==> src/rtl/mulu_pkg.sv <==
package mulu_pkg;

  typedef enum logic [1:0] {
    SEL_LO  = 2'd0,
    SEL_HSS = 2'd1,
    SEL_HSU = 2'd2,
    SEL_HUU = 2'd3
  } mul_sel_e;

  typedef enum logic [1:0] {
    ST_IDLE = 2'd0,
    ST_RUN  = 2'd1,
    ST_FIN  = 2'd2
  } eng_state_e;

endpackage

==> src/rtl/mul_operand_prep.sv <==
module mul_operand_prep
  import mulu_pkg::*;
#(
  parameter int XLEN = 64
) (
  input  logic [XLEN-1:0] op_a,
  input  logic [XLEN-1:0] op_b,
  input  mul_sel_e        sel,
  input  logic            word,
  output logic [XLEN-1:0] mag_a,
  output logic [XLEN-1:0] mag_b,
  output logic            negate
);
  localparam int HALF = XLEN / 2;

  logic [XLEN-1:0] a_src, b_src;
  logic a_signed, b_signed, a_neg, b_neg;

  always_comb begin
    // Word form: only the low halves take part, read as unsigned.
    a_src    = word ? {{HALF{1'b0}}, op_a[HALF-1:0]} : op_a;
    b_src    = word ? {{HALF{1'b0}}, op_b[HALF-1:0]} : op_b;
    a_signed = !word && ((sel == SEL_HSS) || (sel == SEL_HSU));
    b_signed = !word && (sel == SEL_HSS);
    a_neg    = a_signed && a_src[XLEN-1];
    b_neg    = b_signed && b_src[XLEN-1];
    mag_a    = a_neg ? (~a_src + 1'b1) : a_src;
    mag_b    = b_neg ? (~b_src + 1'b1) : b_src;
    negate   = a_neg ^ b_neg;
  end

endmodule

==> src/rtl/mul_pp_engine.sv <==
module mul_pp_engine
  import mulu_pkg::*;
#(
  parameter int XLEN = 64
) (
  input  logic              clk,
  input  logic              rst_n,
  input  logic              start,
  input  logic [XLEN-1:0]   mag_a,
  input  logic [XLEN-1:0]   mag_b,
  output logic              busy,
  output logic              fin,
  output logic [2*XLEN-1:0] product
);
  localparam int LIMB = XLEN / 2;
  localparam int PW   = 2 * XLEN;

  eng_state_e      state_q, state_d;
  logic [1:0]      step_q, step_d;
  logic [XLEN-1:0] a_q, b_q;
  logic [PW-1:0]   acc_q, acc_d;
  logic            ld_en, acc_en;

  logic [LIMB-1:0] a_limb, b_limb;
  logic [XLEN-1:0] pp;
  logic [PW-1:0]   pp_ext, pp_sh;

  // Partial product for this step: step[1] picks the a limb, step[0] the b limb.
  always_comb begin
    a_limb = step_q[1] ? a_q[XLEN-1:LIMB] : a_q[LIMB-1:0];
    b_limb = step_q[0] ? b_q[XLEN-1:LIMB] : b_q[LIMB-1:0];
    pp     = XLEN'(a_limb) * XLEN'(b_limb);
    pp_ext = {{XLEN{1'b0}}, pp};
    case (step_q)
      2'd0:    pp_sh = pp_ext;
      2'd3:    pp_sh = pp_ext << XLEN;
      default: pp_sh = pp_ext << LIMB;
    endcase
  end

  always_comb begin
    state_d = state_q;
    step_d  = step_q;
    ld_en   = 1'b0;
    acc_en  = 1'b0;
    acc_d   = acc_q + pp_sh;
    case (state_q)
      ST_IDLE: if (start) begin
        ld_en   = 1'b1;
        step_d  = 2'd0;
        state_d = ST_RUN;
      end
      ST_RUN: begin
        acc_en = 1'b1;
        step_d = step_q + 2'd1;
        if (step_q == 2'd3) state_d = ST_FIN;
      end
      default: state_d = ST_IDLE;
    endcase
  end

  always_ff @(posedge clk or negedge rst_n) begin
    if (!rst_n) begin
      state_q <= ST_IDLE;
      step_q  <= 2'd0;
    end else begin
      state_q <= state_d;
      step_q  <= step_d;
    end
  end

  always_ff @(posedge clk) begin
    if (ld_en) begin
      a_q <= mag_a;
      b_q <= mag_b;
    end
  end

  always_ff @(posedge clk) begin
    if (ld_en)       acc_q <= '0;
    else if (acc_en) acc_q <= acc_d;
  end

  assign busy    = (state_q != ST_IDLE);
  assign fin     = (state_q == ST_FIN);
  assign product = acc_q;

  // the top only starts the engine while it is idle
  a_r7_start_when_idle: assert property (@(posedge clk) disable iff (!rst_n)
    start |-> (state_q == ST_IDLE));

  // the finish state is entered only after the fourth accumulation step
  a_r8_four_steps: assert property (@(posedge clk) disable iff (!rst_n)
    (state_q == ST_RUN) && (step_q == 2'd3) |=> (state_q == ST_FIN));

  a_r8_fin_from_run: assert property (@(posedge clk) disable iff (!rst_n)
    (state_q == ST_FIN) |-> $past(state_q == ST_RUN));

endmodule

==> src/rtl/mul_result_fmt.sv <==
module mul_result_fmt
  import mulu_pkg::*;
#(
  parameter int XLEN = 64
) (
  input  logic [2*XLEN-1:0] product,
  input  logic              negate,
  input  mul_sel_e          sel,
  input  logic              word,
  output logic [XLEN-1:0]   result
);
  localparam int HALF = XLEN / 2;

  logic [2*XLEN-1:0] sprod;

  always_comb begin
    // Negate the full-width product so a zero low half carries into the high half.
    sprod = negate ? (~product + 1'b1) : product;
    if (word)               result = {{HALF{sprod[HALF-1]}}, sprod[HALF-1:0]};
    else if (sel == SEL_LO) result = sprod[XLEN-1:0];
    else                    result = sprod[2*XLEN-1:XLEN];
  end

endmodule

==> src/rtl/rv_mul_unit.sv <==
module rv_mul_unit
  import mulu_pkg::*;
#(
  parameter int XLEN = 64
) (
  input  logic            clk,
  input  logic            rst_n,
  input  logic            in_valid,
  output logic            in_ready,
  input  logic [2:0]      in_op,
  input  logic            in_word,
  input  logic [XLEN-1:0] in_a,
  input  logic [XLEN-1:0] in_b,
  output logic            out_valid,
  output logic [XLEN-1:0] out_result
);
  localparam int HALF = XLEN / 2;

  mul_sel_e          sel_in, sel_q;
  logic              word_q, neg_q, neg_in;
  logic              accept, busy, fin;
  logic [XLEN-1:0]   mag_a, mag_b, fmt_res, res_q;
  logic [2*XLEN-1:0] product;
  logic              ov_q;
  logic              op_hi_unused;

  assign op_hi_unused = in_op[2];   // upper function bit plays no part
  assign sel_in   = mul_sel_e'(in_op[1:0]);
  assign in_ready = !busy;
  assign accept   = in_valid && in_ready;

  mul_operand_prep #(.XLEN(XLEN)) u_prep (
    .op_a(in_a), .op_b(in_b), .sel(sel_in), .word(in_word),
    .mag_a(mag_a), .mag_b(mag_b), .negate(neg_in)
  );

  mul_pp_engine #(.XLEN(XLEN)) u_eng (
    .clk(clk), .rst_n(rst_n), .start(accept),
    .mag_a(mag_a), .mag_b(mag_b),
    .busy(busy), .fin(fin), .product(product)
  );

  mul_result_fmt #(.XLEN(XLEN)) u_fmt (
    .product(product), .negate(neg_q), .sel(sel_q), .word(word_q),
    .result(fmt_res)
  );

  always_ff @(posedge clk) begin
    if (accept) begin
      sel_q  <= sel_in;
      word_q <= in_word;
      neg_q  <= neg_in;
    end
  end

  always_ff @(posedge clk) begin
    if (fin) res_q <= fmt_res;
  end

  always_ff @(posedge clk or negedge rst_n) begin
    if (!rst_n) ov_q <= 1'b0;
    else        ov_q <= fin;
  end

  assign out_valid  = ov_q;
  assign out_result = res_q;

  // result strobe lasts one cycle
  a_r8_single_pulse: assert property (@(posedge clk) disable iff (!rst_n)
    out_valid |=> !out_valid);

  // ready coincides with every result
  a_r9_ready_with_result: assert property (@(posedge clk) disable iff (!rst_n)
    out_valid |-> in_ready);

  // acceptance makes the unit busy on the next cycle
  a_r7_busy_after_accept: assert property (@(posedge clk) disable iff (!rst_n)
    (in_valid && in_ready) |=> !in_ready);

  // word results are sign-extended from bit HALF-1
  a_r5_word_sext: assert property (@(posedge clk) disable iff (!rst_n)
    (out_valid && word_q) |-> (out_result[XLEN-1:HALF] == {HALF{out_result[HALF-1]}}));

endmodule

==> config.mk <==
export PLATFORM = sky130hd
export DESIGN_NAME = rv_mul_unit
export DESIGN_NICKNAME = d
export VERILOG_FILES = /design/src/rtl/mulu_pkg.sv /design/src/rtl/mul_operand_prep.sv /design/src/rtl/mul_pp_engine.sv /design/src/rtl/mul_result_fmt.sv /design/src/rtl/rv_mul_unit.sv
export SDC_FILE = /design/constraint.sdc
export NUM_CORES = 2
export LEC_CHECK = 0
export ABC_AREA = 0
export BUFFER_PORTS_ARGS = -buffer_cell sky130_fd_sc_hd__buf_2
export CELL_PAD_IN_SITES_DETAIL_PLACEMENT = 1
export CELL_PAD_IN_SITES_GLOBAL_PLACEMENT = 2
export CORE_MARGIN = 3
export CORE_UTILIZATION = 41
export CTS_CLUSTER_DIAMETER = 50
export CTS_CLUSTER_SIZE = 10
export DETAILED_ROUTE_END_ITERATION = 6
export MAX_ROUTING_LAYER = met4
export PLACE_DENSITY_LB_ADDON = 0.08
export SYNTH_ARGS = -nofsm -noshare
export SYNTH_HDL_FRONTEND = slang
export SYNTH_SLANG_ARGS = --single-unit
==> constraint.sdc <==
create_clock -name clk -period 12.9 [get_ports clk]
set_clock_uncertainty 0.15 [all_clocks]
set_input_delay 0 -clock clk [delete_from_list [all_inputs] [get_ports clk]]
set_output_delay 0 -clock clk [all_outputs]
set_load 0.02 [all_outputs]
-- Word level (Yosys, flattened, before mapping)
Cells that the tools add are included.
- register bits: 329
- bits of input ports: 135
- bitwise gates (word level): 4
- $mul: 1
- reductions and logical operators: 15
- multiplexer cells: 18
- $add $sub $neg: 5
- equality and inequality tests: 7
- operators by type and width (operator ; count):
    $mux 64 ; 6
    $pmux 128 s2 ; 1
    $add 128x1->128 const B ; 1
    $add 128x128->128 ; 1
    $add 64x1->64 const B ; 2
    $mux 128 ; 1
    $not 128->128 ; 1
    $not 64->64 ; 2
    $mul 32x32->64 ; 1
    $mux 32 ; 2
    $pmux 2 s2 ; 2
    $eq 2x2->1 const B ; 3
    $logic_not 2->1 ; 3
    $mux 2 ; 3
    $logic_and 1x1->1 ; 5
    $eq 2x1->1 const B ; 2
    $reduce_and 2->1 ; 2
    $reduce_bool 2->1 ; 2
    $mux 1 ; 3
    $add 2x1->2 const B ; 1
    $logic_not 1->1 ; 2
    $ne 2x1->1 const B ; 1
    $ne 2x2->1 const B ; 1
    $logic_or 1x1->1 ; 1
    $xor 1x1->1 ; 1

-- Longest topological paths before layout
- depth in word-level cells: 5
- depth in mapped cells: 48
- gate-level depth less buffers: 42

-- By module
Synthesis repeated with hierarchy kept, for this count alone.
- cells, all modules: 7337
- area, all modules: 61311.3 sq um
- modules (own cells, without submodules) (module ; cells each ; area an instance (sq um) ; sequential area each (sq um) ; instances):
    mul_pp_engine ; 5897 ; 50603.5 ; 6506.2 ; 1
    mul_result_fmt ; 705 ; 4475.5 ; 0.0 ; 1
    mul_operand_prep ; 664 ; 4155.2 ; 0.0 ; 1
    rv_mul_unit ; 71 ; 2077.0 ; 2067.0 ; 1

-- Worst setup path after synthesis
No wires, ideal clock.
- path type: register to register
- start point: reg u_eng.step_q[1]
- end point: reg u_eng.acc_q[105] (netlist: u_eng.product[105])
- arrival time: 11.095 ns
- cell stages (with the launch flop): 42
- library setup time: 0.357 ns
- path slack: 1.299 ns
- cells stage by stage: dfrtp_1 -> clkbuf_1 -> clkbuf_1 -> buf_1 -> mux2i_1 -> clkbuf_1 -> nor2_1 -> fa_1 -> inv_1 -> fa_1 -> fa_1 -> fa_1 -> inv_1 -> fa_1 -> inv_1 -> fa_1 -> inv_1 -> fa_1 -> [... 6 more ...] -> o41ai_1 -> a21oi_1 -> xnor2_1 -> a22o_1 -> ha_1 -> clkbuf_1 -> a21oi_1 -> o21ai_0 -> a21oi_1 -> o221ai_1 -> a221oi_1 -> a311oi_1 -> or3_1 -> a221oi_1 -> o21a_1 -> xnor2_1 -> nand2_1 -> a21oi_1
- longest elaborated chain between the ends: 4
- RTL lines (item ; line ; text):
    start, declared ; mul_pp_engine.sv:19 ; logic [1:0] step_q, step_d;
    start signal, assigned ; mul_pp_engine.sv:68 ; step_q <= step_d;
    $mux 32 ; mul_pp_engine.sv:30 ; a_limb = step_q[1] ? a_q[XLEN-1:LIMB] : a_q[LIMB-1:0];
    $mul 32x32->64 ; mul_pp_engine.sv:32 ; pp = XLEN'(a_limb) * XLEN'(b_limb);
    $pmux 128 s2 * ; mul_pp_engine.sv:34 ; case (step_q)
    $add 128x128->128 * ; mul_pp_engine.sv:46 ; acc_d = acc_q + pp_sh;
    end signal, assigned ; mul_pp_engine.sv:80 ; if (ld_en) acc_q <= '0;
    end signal, assigned ; mul_pp_engine.sv:81 ; else if (acc_en) acc_q <= acc_d;
    end, declared ; mul_pp_engine.sv:21 ; logic [PW-1:0] acc_q, acc_d;
Every way passes the cells marked *; elsewhere a longest branch is shown, timed or not.
A chain may end at the register's enable or synchronous reset.

-- Final worst setup path
- start point: reg u_eng.step_q[1]
- end point: reg u_eng.acc_q[121] (netlist: u_eng.product[121])
Same word-level chain as after synthesis.

==> results.ini <==
[run_status]
status=finished clean

[drt]
routed-wl-met2_microns=124000
ant_nets=0
vias=56220
firstDrtPassIters=5
via_per_inst=5.735
dr_wl_met3_microns=21720
wl_microns=275500
top_layer=met4
detail_route.iter0.violations=4526
m1WireLength_microns=114700
drc=0
routedWlPerCell_microns=28.11

[min_path]
holdPathStages=2
hold_end=u_eng.a_q[0]
hold_class=input port to flip-flop
worstHoldStart=in_a[0]

[synthesis]
syn_inst=7050
synth_adder_area_share_pct=38.87
synthTopCellsByArea=fa_1 30%, edfxtp_1 9.9%, ha_1 8.5%
synth.avg_cell_area_sq_um=8.393
ys_seq_area_share_pct=14.49
async_flop_share_pct=1.520
synth_area_sq_mm=0.05917
ys_ff_latch=329
synthXorXnorAreaFrac_pct=6.158
synthSimpleGateAreaFrac_pct=17.40
syn_nets=8485
post-synth-top-area-fraction_pct=30.35
synth_top_cell_by_area=fa_1
synth_top_family_by_area=adder cells
synth_edf_count=196
ys_warn_count=0
synthFlopType=edfxtp_1
synthMuxAreaShare_pct=2.263
synth-compound-area-share_pct=12.68
synth_cell_type_count=78

[floorplan]
io_pins=201
die_y_microns=385.9
die_area_sq_mm=0.1489
initial_core_util_pct=41.54
die_w_microns=385.9
rows=138
core_sq_mm=0.1424

[clock_tree]
clock_sinks=329
clk_pin_slew_ps=60
cts_max_path_buffers=3
cts_tree=done
htreeDepth=2
cts-root-buf=clkbuf_16
cts_buffers=52
clk_latency_ps=630

[timing]
timing.hold.ws_ps=61.69
layout_min_cycle_time_ps=12500
hold_viol=0
rsz0062_at_grt=no
finalMaxSlewViolations=0
worst_pin_slew_ps=1078
max_freq_mhz=79.97
setup_violations=0
max_slew_margin_pct=28.15
period_share_pct=96.93

[placement]
place_hpwl_microns=227100
gp_congestion=1.070
numPortBuffers=199

[grt]
grt_overflow_total=0
grt_pass1_wl_microns=402900
antenna_found_initial=11
grt_use_total_pct=38.05
grt_max_degree=102
grt_pass1_vias=59450

[layout]
multi_input_area_sq_mm=0.04618
nFillCells=16830
layout_commonest_cell=inv_1
layout_common_cells=916 x inv_1, 908 x nand2_1, 897 x fa_1
drive_above_1_share_pct=14.31
area_growth_pct=21.25
layout.nets=9297
ff_latch_area_sq_mm=0.008581

[critical_path]
cp.required_ps=13210
r2r-start=u_eng.step_q[1]
reg2reg_depth=46
critPathMaxStageDelay_ps=680
cp_common_cell=buf_4
critPathKind=flip-flop to flip-flop
cp.arrival_ps=12810
cp-end-kind=flip-flop
cp-start-kind=flip-flop
regToRegSetupSlack_ps=400
r2r-end=u_eng.product[121]
cp_slowest_cell=fa_1
worst-path-max-fanout=11

[job]
cap_violations=0

==> sequential cells by signal (all words and copies together) (netlist names) <==
name / cells
neg_q: 1
out_result: 64
out_valid: 1
sel_q: 2
u_eng.a_q: 64
u_eng.b_q: 64
u_eng.product: 128
u_eng.state_q: 2
u_eng.step_q: 2
word_q: 1
==> logic make-up after synthesis <==
group	after synthesis
AND/OR/NAND/NOR	2369
adder cells (fa/ha/maj)	1300
buffers and inverters	1280
multiplexers	126
XOR/XNOR	416
flip-flops	329
AO/OA/AOI/OAI	1230
==> cells in the mapped netlist, drive strengths merged, types with 9 or more instances <==
master  number
dfxtp      128
a21oi      416
and4         9
nor2b       36
o21ai      350
xnor2      228
ha         403
nand4       91
a221oi      14
nand3       55
edfxtp     196
inv        917
o221ai      13
mux2i       64
mux2        62
nor2       897
or3         58
xor2       188
nor3        74
or4         29
o31ai       60
o211ai      13
o41ai       38
a31oi       28
or2         23
nor4        46
and2        71
clkbuf     347
a21boi      10
a22o        50
nand2b      41
buf         16
a21o       104
fa         897
nand2      908
a211oi      21
o21a        25
o21bai      42
and3        14
==> how the worst max path moves through the flow <==
stage                    startpoint            endpoint  slack, ps  cells past startpoint
global placement    u_eng.step_q[1]  u_eng.product[126]        110                     49
CTS                 u_eng.step_q[0]  u_eng.product[126]          9                     48
floorplan           u_eng.step_q[1]  u_eng.product[105]       1300                     41
finish              u_eng.step_q[1]  u_eng.product[121]        400                     46
detailed placement  u_eng.step_q[1]  u_eng.product[126]       -100                     49
global route        u_eng.step_q[0]  u_eng.product[125]          5                     49
==> metal layers <==
layer / vias to the layer above / global-route usage [%]
met5: - / -
met4: 0 / 16.33
met3: 489 / 6.656
met2: 2219 / 58.57
met1: 28900 / 49.40
li1: 24610 / -
==> critical path: cells and delay by family (launching register included) <==
kind | cells | cell delay (ps)
AND/OR/NAND/NOR | 5 | 1010
XOR/XNOR | 2 | 330
flip-flops | 1 | 570
AO/OA/AOI/OAI | 17 | 3150
buffers and inverters | 11 | 1870
multiplexers | 1 | 540
adder cells (fa/ha/maj) | 10 | 4730
==> stage by stage <==
step	instance area, sq um	cells	util [%]	setup slack [ps]	setup TNS (ps)
finish	71750	9802	50.37	395.8	0
global route	71740	9799	50.36	4.737	0
CTS	71570	9782	50.24	8.923	0
floorplan	59170	7050	-	1299	0
detailed placement	67340	9444	47.27	-97.63	-97.63
global placement	67340	9444	47.27	110.2	0
==> layout make-up <==
| class | instances | share of cell area, % |
|---|---|---|
| Inverter | 917 | 4.808 |
| Antenna cell | 11 | 0.03837 |
| Timing Repair Buffer | 1121 | 13.07 |
| Clock inverter | 22 | 0.4220 |
| Tap cell | 1890 | 3.296 |
| Sequential cell | 329 | 11.96 |
| Clock buffer | 71 | 2.040 |
| Multi-Input combinational cell | 5441 | 64.37 |
==> what timing repair did <==
action / in CTS / in global routing
endpoints found under the hold margin: 146 / 0
resized for setup: 3 / 15
setup buffers: 0 / 9
pin swaps: 0 / 0
endpoints found under the setup margin: 2 / 29
hold buffers: 245 / 0
Power is left out: the tool's default activity adds up to more than one toggle a clock period on the data nets, which glitch-free logic cannot reach.
